`config.mk`:
```
export PLATFORM = sky130hd
export DESIGN_NAME = ramp_chk_top
export DESIGN_NICKNAME = d
export VERILOG_FILES = /design/src/rtl/ramp_chk_pkg.sv /design/src/rtl/ramp_lane_cmp.sv /design/src/rtl/ramp_tracker.sv /design/src/rtl/ramp_err_counter.sv /design/src/rtl/ramp_chk_top.sv
export SDC_FILE = /design/constraint.sdc
export NUM_CORES = 1
export LEC_CHECK = 0
export CAP_MARGIN = 10
export CORE_ASPECT_RATIO = 0.6
export CORE_MARGIN = 3
export CORE_UTILIZATION = 33
export CTS_CLUSTER_DIAMETER = 200
export DETAILED_ROUTE_END_ITERATION = 10
export PLACE_DENSITY = 0.68
export SETUP_SLACK_MARGIN = 0.3
export SLEW_MARGIN = 20
export SYNTH_ARGS = -nofsm -noshare
export SYNTH_HDL_FRONTEND = slang
export SYNTH_SLANG_ARGS = --single-unit
export TNS_END_PERCENT = 5
```
`constraint.sdc`:
```
create_clock -name clk -period 3 [get_ports clk]
set_clock_uncertainty 0.05 [all_clocks]
set_input_delay 0.75 -clock clk [delete_from_list [all_inputs] [get_ports clk]]
set_output_delay 0.75 -clock clk [all_outputs]
set_load 0.05 [all_outputs]
```
`src/rtl/ramp_chk_pkg.sv`:
```
package ramp_chk_pkg;
  localparam int OCT_W = 8;
  typedef logic [OCT_W-1:0] octet_t;

  function automatic octet_t ramp_next(input octet_t v);
    return v + octet_t'(1);
  endfunction
endpackage

```
`src/rtl/ramp_lane_cmp.sv`:
```
module ramp_lane_cmp
  import ramp_chk_pkg::*;
#(
  parameter int NUM_LANES = 4
) (
  input  logic [NUM_LANES*OCT_W-1:0] data_i,
  input  octet_t                     expect_i,
  output logic [NUM_LANES-1:0]       ramp_miss_o,
  output logic [NUM_LANES-1:0]       ref_diff_o
);
  octet_t ref_oct;
  assign ref_oct = data_i[OCT_W-1:0];

  for (genvar g = 0; g < NUM_LANES; g++) begin : g_lane
    octet_t oct;
    assign oct            = data_i[g*OCT_W +: OCT_W];
    assign ramp_miss_o[g] = (oct != expect_i);
    assign ref_diff_o[g]  = (oct != ref_oct);
  end
endmodule

```
`src/rtl/ramp_tracker.sv`:
```
module ramp_tracker
  import ramp_chk_pkg::*;
(
  input  logic   clk,
  input  logic   rst,
  input  logic   active_i,
  input  logic   valid_i,
  input  octet_t seed_i,
  output octet_t expect_o,
  output logic   locked_o
);
  always_ff @(posedge clk) begin
    if (rst || !active_i) begin
      locked_o <= 1'b0;
      expect_o <= '0;
    end else if (valid_i) begin
      locked_o <= 1'b1;
      expect_o <= ramp_next(seed_i);
    end
  end
endmodule

```
`src/rtl/ramp_err_counter.sv`:
```
module ramp_err_counter #(
  parameter int CNT_W = 16
) (
  input  logic             clk,
  input  logic             rst,
  input  logic             clr_i,
  input  logic             inc_i,
  output logic [CNT_W-1:0] cnt_o
);
  localparam logic [CNT_W-1:0] CNT_MAX = '1;

  always_ff @(posedge clk) begin
    if (rst || clr_i)
      cnt_o <= '0;
    else if (inc_i && cnt_o != CNT_MAX)
      cnt_o <= cnt_o + 1'b1;
  end
endmodule

```
`src/rtl/ramp_chk_top.sv`:
```
module ramp_chk_top
  import ramp_chk_pkg::*;
#(
  parameter int NUM_LANES = 4,
  parameter int CNT_W     = 16
) (
  input  logic                       clk,
  input  logic                       rst,
  input  logic                       en_i,
  input  logic                       link_up_i,
  input  logic                       clr_i,
  input  logic                       valid_i,
  input  logic [NUM_LANES*OCT_W-1:0] data_i,
  output logic [NUM_LANES-1:0]       lane_err_o,
  output logic                       xlane_err_o,
  output logic                       locked_o,
  output logic [CNT_W-1:0]           err_cnt_o
);
  logic                 active;
  logic                 beat;
  octet_t               expect_q;
  logic                 locked_q;
  logic [NUM_LANES-1:0] ramp_miss;
  logic [NUM_LANES-1:0] ref_diff;
  logic [NUM_LANES-1:0] lane_err_d;
  logic                 xlane_d;

  assign active = en_i && link_up_i && !clr_i;
  assign beat   = active && valid_i;

  ramp_lane_cmp #(.NUM_LANES(NUM_LANES)) u_cmp (
    .data_i      (data_i),
    .expect_i    (expect_q),
    .ramp_miss_o (ramp_miss),
    .ref_diff_o  (ref_diff)
  );

  ramp_tracker u_trk (
    .clk      (clk),
    .rst      (rst),
    .active_i (active),
    .valid_i  (valid_i),
    .seed_i   (data_i[OCT_W-1:0]),
    .expect_o (expect_q),
    .locked_o (locked_q)
  );

  assign lane_err_d = (beat && locked_q) ? ramp_miss : '0;
  assign xlane_d    = beat && (|ref_diff);

  ramp_err_counter #(.CNT_W(CNT_W)) u_cnt (
    .clk   (clk),
    .rst   (rst),
    .clr_i (clr_i),
    .inc_i ((|lane_err_d) || xlane_d),
    .cnt_o (err_cnt_o)
  );

  always_ff @(posedge clk) begin
    if (rst) begin
      lane_err_o  <= '0;
      xlane_err_o <= 1'b0;
    end else begin
      lane_err_o  <= lane_err_d;
      xlane_err_o <= xlane_d;
    end
  end

  assign locked_o = locked_q;
endmodule

```
* Word-level counts from Yosys, hierarchy flattened
Cells that the tools add are included.
Cells by class: muxes and demuxes 1, reductions and logical operators 13, equal/unequal tests 8, add/subtract/negate cells 2
Operators by type and width (count):
- inequality test 8 bit | 7
- adder 16 x 1 -> 16 bit (second input constant) | 1
- inequality test 16 bit (second input constant) | 1
- adder 8 x 1 -> 8 bit (second input constant) | 1
- logical AND 1 bit | 6
- two-way mux 4 bit | 1
- OR reduction 4 bit | 1
- logical OR 1 bit | 3
- OR reduction 3 bit | 1
- zero test 1 bit | 2
Word-level totals: logic and storage cells 29, input port bits 38, output and inout bits 22, bits in registers 30

* Longest topological paths before layout
word-level depth 8, gate-level depth with buffers 9, gate-level depth less buffers 7

* Modules after synthesis
From an unflattened synthesis, not the netlist that was laid out.
Second synthesis, totals: cell total of the unflattened synthesis 243, area, all modules 2102.0 um2
Modules (own cells, without submodules):
- ramp_err_counter | area each 847.1 um2, sequential area each 320.3 um2, instances 1, cells each 95
- ramp_lane_cmp | area each 615.6 um2, sequential area each 0.0 um2, instances 1, cells each 79
- ramp_tracker | area each 411.6 um2, sequential area each 180.2 um2, instances 1, cells each 48
- ramp_chk_top | area each 227.7 um2, sequential area each 100.1 um2, instances 1, cells each 21

* Least setup slack after synthesis
Ideal clock, no wire load.
path type input to register, start point in data_i[3], end point reg u_cnt.cnt_o[9], arrival 2.411 ns, slack 0.423 ns, buffers on the path 1, cell stages on the path 7, data required time 2.834 ns, setup time 0.116 ns, cell sequence or4_1 -> a22oi_1 -> nand3_1 -> o31ai_4 -> a21boi_2 -> buf_6 -> a41o_1
On the way: longest elaborated chain between the ends 5, elaborated cells on any way between the ends 10, classes of those cells 4 x eq/ne; 1 x mux; 5 x reduce/logical
RTL lines:
- from (decl) | line ramp_chk_top.sv:13 | input logic [NUM_LANES*OCT_W-1:0] data_i,
- inequality test 8 bit, on equally long branches | line ramp_lane_cmp.sv:17, ramp_lane_cmp.sv:18
- two-way mux 4 bit or OR reduction 3 bit (tied branches) | line ramp_chk_top.sv:48, ramp_chk_top.sv:49
- OR reduction 4 bit or logical AND 1 bit (tied branches) | line ramp_chk_top.sv:55, ramp_chk_top.sv:49
- logical OR 1 bit * | line ramp_chk_top.sv:55 | .inc_i ((|lane_err_d) || xlane_d),
- logical AND 1 bit * | line ramp_err_counter.sv:15 | else if (inc_i && cnt_o != CNT_MAX)
- to (signal assigned) | line ramp_err_counter.sv:16 | cnt_o <= cnt_o + 1'b1;
- to (decl) | line ramp_err_counter.sv:8 | output logic [CNT_W-1:0] cnt_o
Every way passes the cells marked *; elsewhere a longest branch is shown, timed or not. A chain may end at the register's enable or synchronous reset.

* Worst setup path after layout
start point in data_i[19], end point reg u_cnt.cnt_o[15]
Same word-level chain as after synthesis.

==> out/results.ini <==
[run_status]
status = complete, no violations

[synth]
ys_ff_latch = 30
synth_top_family_by_area = simple AND/OR/NAND/NOR gates
synth_edf_count = 0
synthArstFlopShare_pct = 0
yosysSeqAreaShare_pct = 30.2
synth-simple-area-share_pct = 27.2
synth_top_area_share_pct = 30.2
synth_xor_area_share_pct = 19.8
yosys.area_share.adder_pct = 1.26
yosys_most_used_dff = dfxtp_1
synth_compound_area_share_pct = 15.8
synth_area_leaders = dfxtp_1 30%, xor2_1 18%, nor2_1 4.7%
yosysTopAreaCell = dfxtp_1
synthCells = 241
syn_nets = 281
yosysWarnings = 0
avgSynthCellArea_um2 = 8.27
muxShareOfSynthArea_pct = 1.51
synth_cell_types = 40
synth_area_um2 = 1990

[critical_path]
startpoint_type = primary input
worstPathRequired_ps = 3110
arrival_ps = 2700
end_kind = flip-flop
crit_slowest_cell = or4_4
cp_max_fo = 5
path_common_cell = buf_6
crit_chain = dlygate4sd2_1 -> or4_4 -> a22oi_2 -> nand3_2 -> o31ai_4 -> buf_6 -> buf_6 -> a211o_2 -> xor2_1 -> nor2_1
critPathKind = in -> reg
max_stage_delay_ps = 520

[detailed_routing]
routedWlPerCell_um = 16.2
routed_via_density = 5.32
drtIter0Drc = 191
routed_wl_um = 6500
vias = 2137
ant_nets = 0
firstDrtPassIters = 5
drc = 0

[floorplanning]
placementRows = 21
start_util_pct = 34.9
fp.dieW_um = 106
die_h_um = 66.2
core_region_area_um2 = 5700
io_pins = 60
fp.dieArea_um2 = 7030

[clocking]
cts_buffers = 5
cts_tree = done
clk_latency_ps = 280
cts_buffer_depth = 2
h-tree-depth = 2
cts_root_buf = clkbuf_8
clk_transition_reported_paths_ps = 60
cts.sinks = 30

[power_and_ir_drop]
leakage_nw = 1.51
power_mw = 0.926
vdd_ir_drop_max_mv = 0.178
power_density_nw_per_um2 = 296

[layout]
stdcell_count = 402
mostFrequentLayoutCells = 40 x xor2_1, 30 x clkdlybuf4s50_1, 30 x dfxtp_1
area.growth.synth_to_final_pct = 56.9
nets = 361
final_layout_size_suffix_gt1_share_pct = 22.7
nFillCells = 532
antennaDiodeCount = 0
stdcell_area_um2 = 3130
final_common_cell = xor2_1

[worst_hold_path]
holdCritPathClass = reg -> reg

[global_routing]
grt_max_degree = 17
grt_pass1_vias = 2006
grt_pass1_wl_um = 9980
antenna_found_initial = 0
grt-ovfl-total = 0
track_usage_pct = 18.2

[placement]
dp_hpwl_um = 4930
place_congestion = 0.844
io_buffers = 59
dp.cells = 390
postPlaceCellArea_um2 = 2810

[sta]
tightest_slew_ps = 503
rsz0062_at_grt = no
relSlewSlack_pct = 66.3
setup-violations-final = 0
fin_crit_sh_pct = 86.5
hold_viol = 0
slew_violations = 0
min_period_ps = 2590
max_freq_mhz = 385

[job]
cap_violations = 0

## path summary, 6_finish.rpt
path / startpoint / end / slack [ps] / depth (start not counted)
max reg2reg: u_cnt.cnt_o[4] / u_cnt.cnt_o[9] / 750 / 6
min reg2reg: u_cnt.cnt_o[8] / u_cnt.cnt_o[8] / 460 / 2
max: data_i[19] / u_cnt.cnt_o[15] / 410 / 10
min: u_cnt.cnt_o[8] / u_cnt.cnt_o[8] / 460 / 2
## through the flow
step                hold slack (ps)  worst slack, ps  setup TNS, ps  util (%)
CTS                             464              241              0      51.7
global placement                422             -186          -2030      49.4
detailed placement              451             -254          -3130      49.4
finish                          460              405              0      54.8
global route                    486              309              0      54.8
floorplan                       582              423              0         -
## layer usage
metal / part of all wire (%) / track usage (%)
met5: 0 / 0
met1: 50 / 27.8
met3: 7.7 / 4.00
met4: 1.4 / 3.07
met2: 41 / 25.9
## logic make-up (layout without fill, tap and decap cells)
kind of cell / count (synthesis) / count (layout)
XOR/XNOR: 45 / 45
multiplexers: 3 / 3
buffers and inverters: 19 / 99
AO/OA/AOI/OAI: 41 / 42
flip-flops: 30 / 30
AND/OR/NAND/NOR: 101 / 101
adder cells (fa/ha/maj): 2 / 2
## worst max-delay path, delay by kind of cell
kind | cells | cell delay [ps]
AO/OA/AOI/OAI | 3 | 550
XOR/XNOR | 1 | 140
buffers and inverters | 3 | 540
AND/OR/NAND/NOR | 3 | 710
## timing repair
item                       in CTS  in global routing
gates cloned                    0                  1
hold buffers                    0                  0
setup buffers                   1                  2
gates resized for setup         9                 48
pin swaps                       5                 19
setup endpoints to repair      16                 16
## synthesized netlist by cell type, types with 3 or more instances
cell / number
xor2_1: 40
dfxtp_1: 30
nor2_1: 25
clkbuf_1: 16
nand2_1: 15
nand3_1: 10
a211oi_1: 9
and3_1: 9
nor4_1: 9
a31oi_1: 7
a21oi_1: 6
nand4_1: 6
nor3_1: 5
xnor2_1: 5
a41o_1: 4
nor2b_1: 4
or4_1: 4
mux2i_1: 3
or3_1: 3
## power by group
group	internal (mW)	switching, mW
sequential	0.401	0.00393
combinational	0.0929	0.0895
clock	0.185	0.154
total	0.678	0.247
## registers in the layout, summed over array words and instances (netlist names)
| register | cells |
|---|---|
| u_cnt.cnt_o | 16 |
| lane_err_o | 4 |
| xlane_err_o | 1 |
| u_trk.locked_o | 1 |
| u_trk.expect_o | 8 |
## final cells by class
cell class	instances	area, µm²	share of cell area, %
clock buffers	7	86.3	2.76
clock inverters	1	5.00	0.160
multi-input cells	193	1430	45.6
flip-flops and latches	30	601	19.2
well taps	80	100	3.20
repair buffers	91	907	29.0
Power figures use the tool's default switching activity.
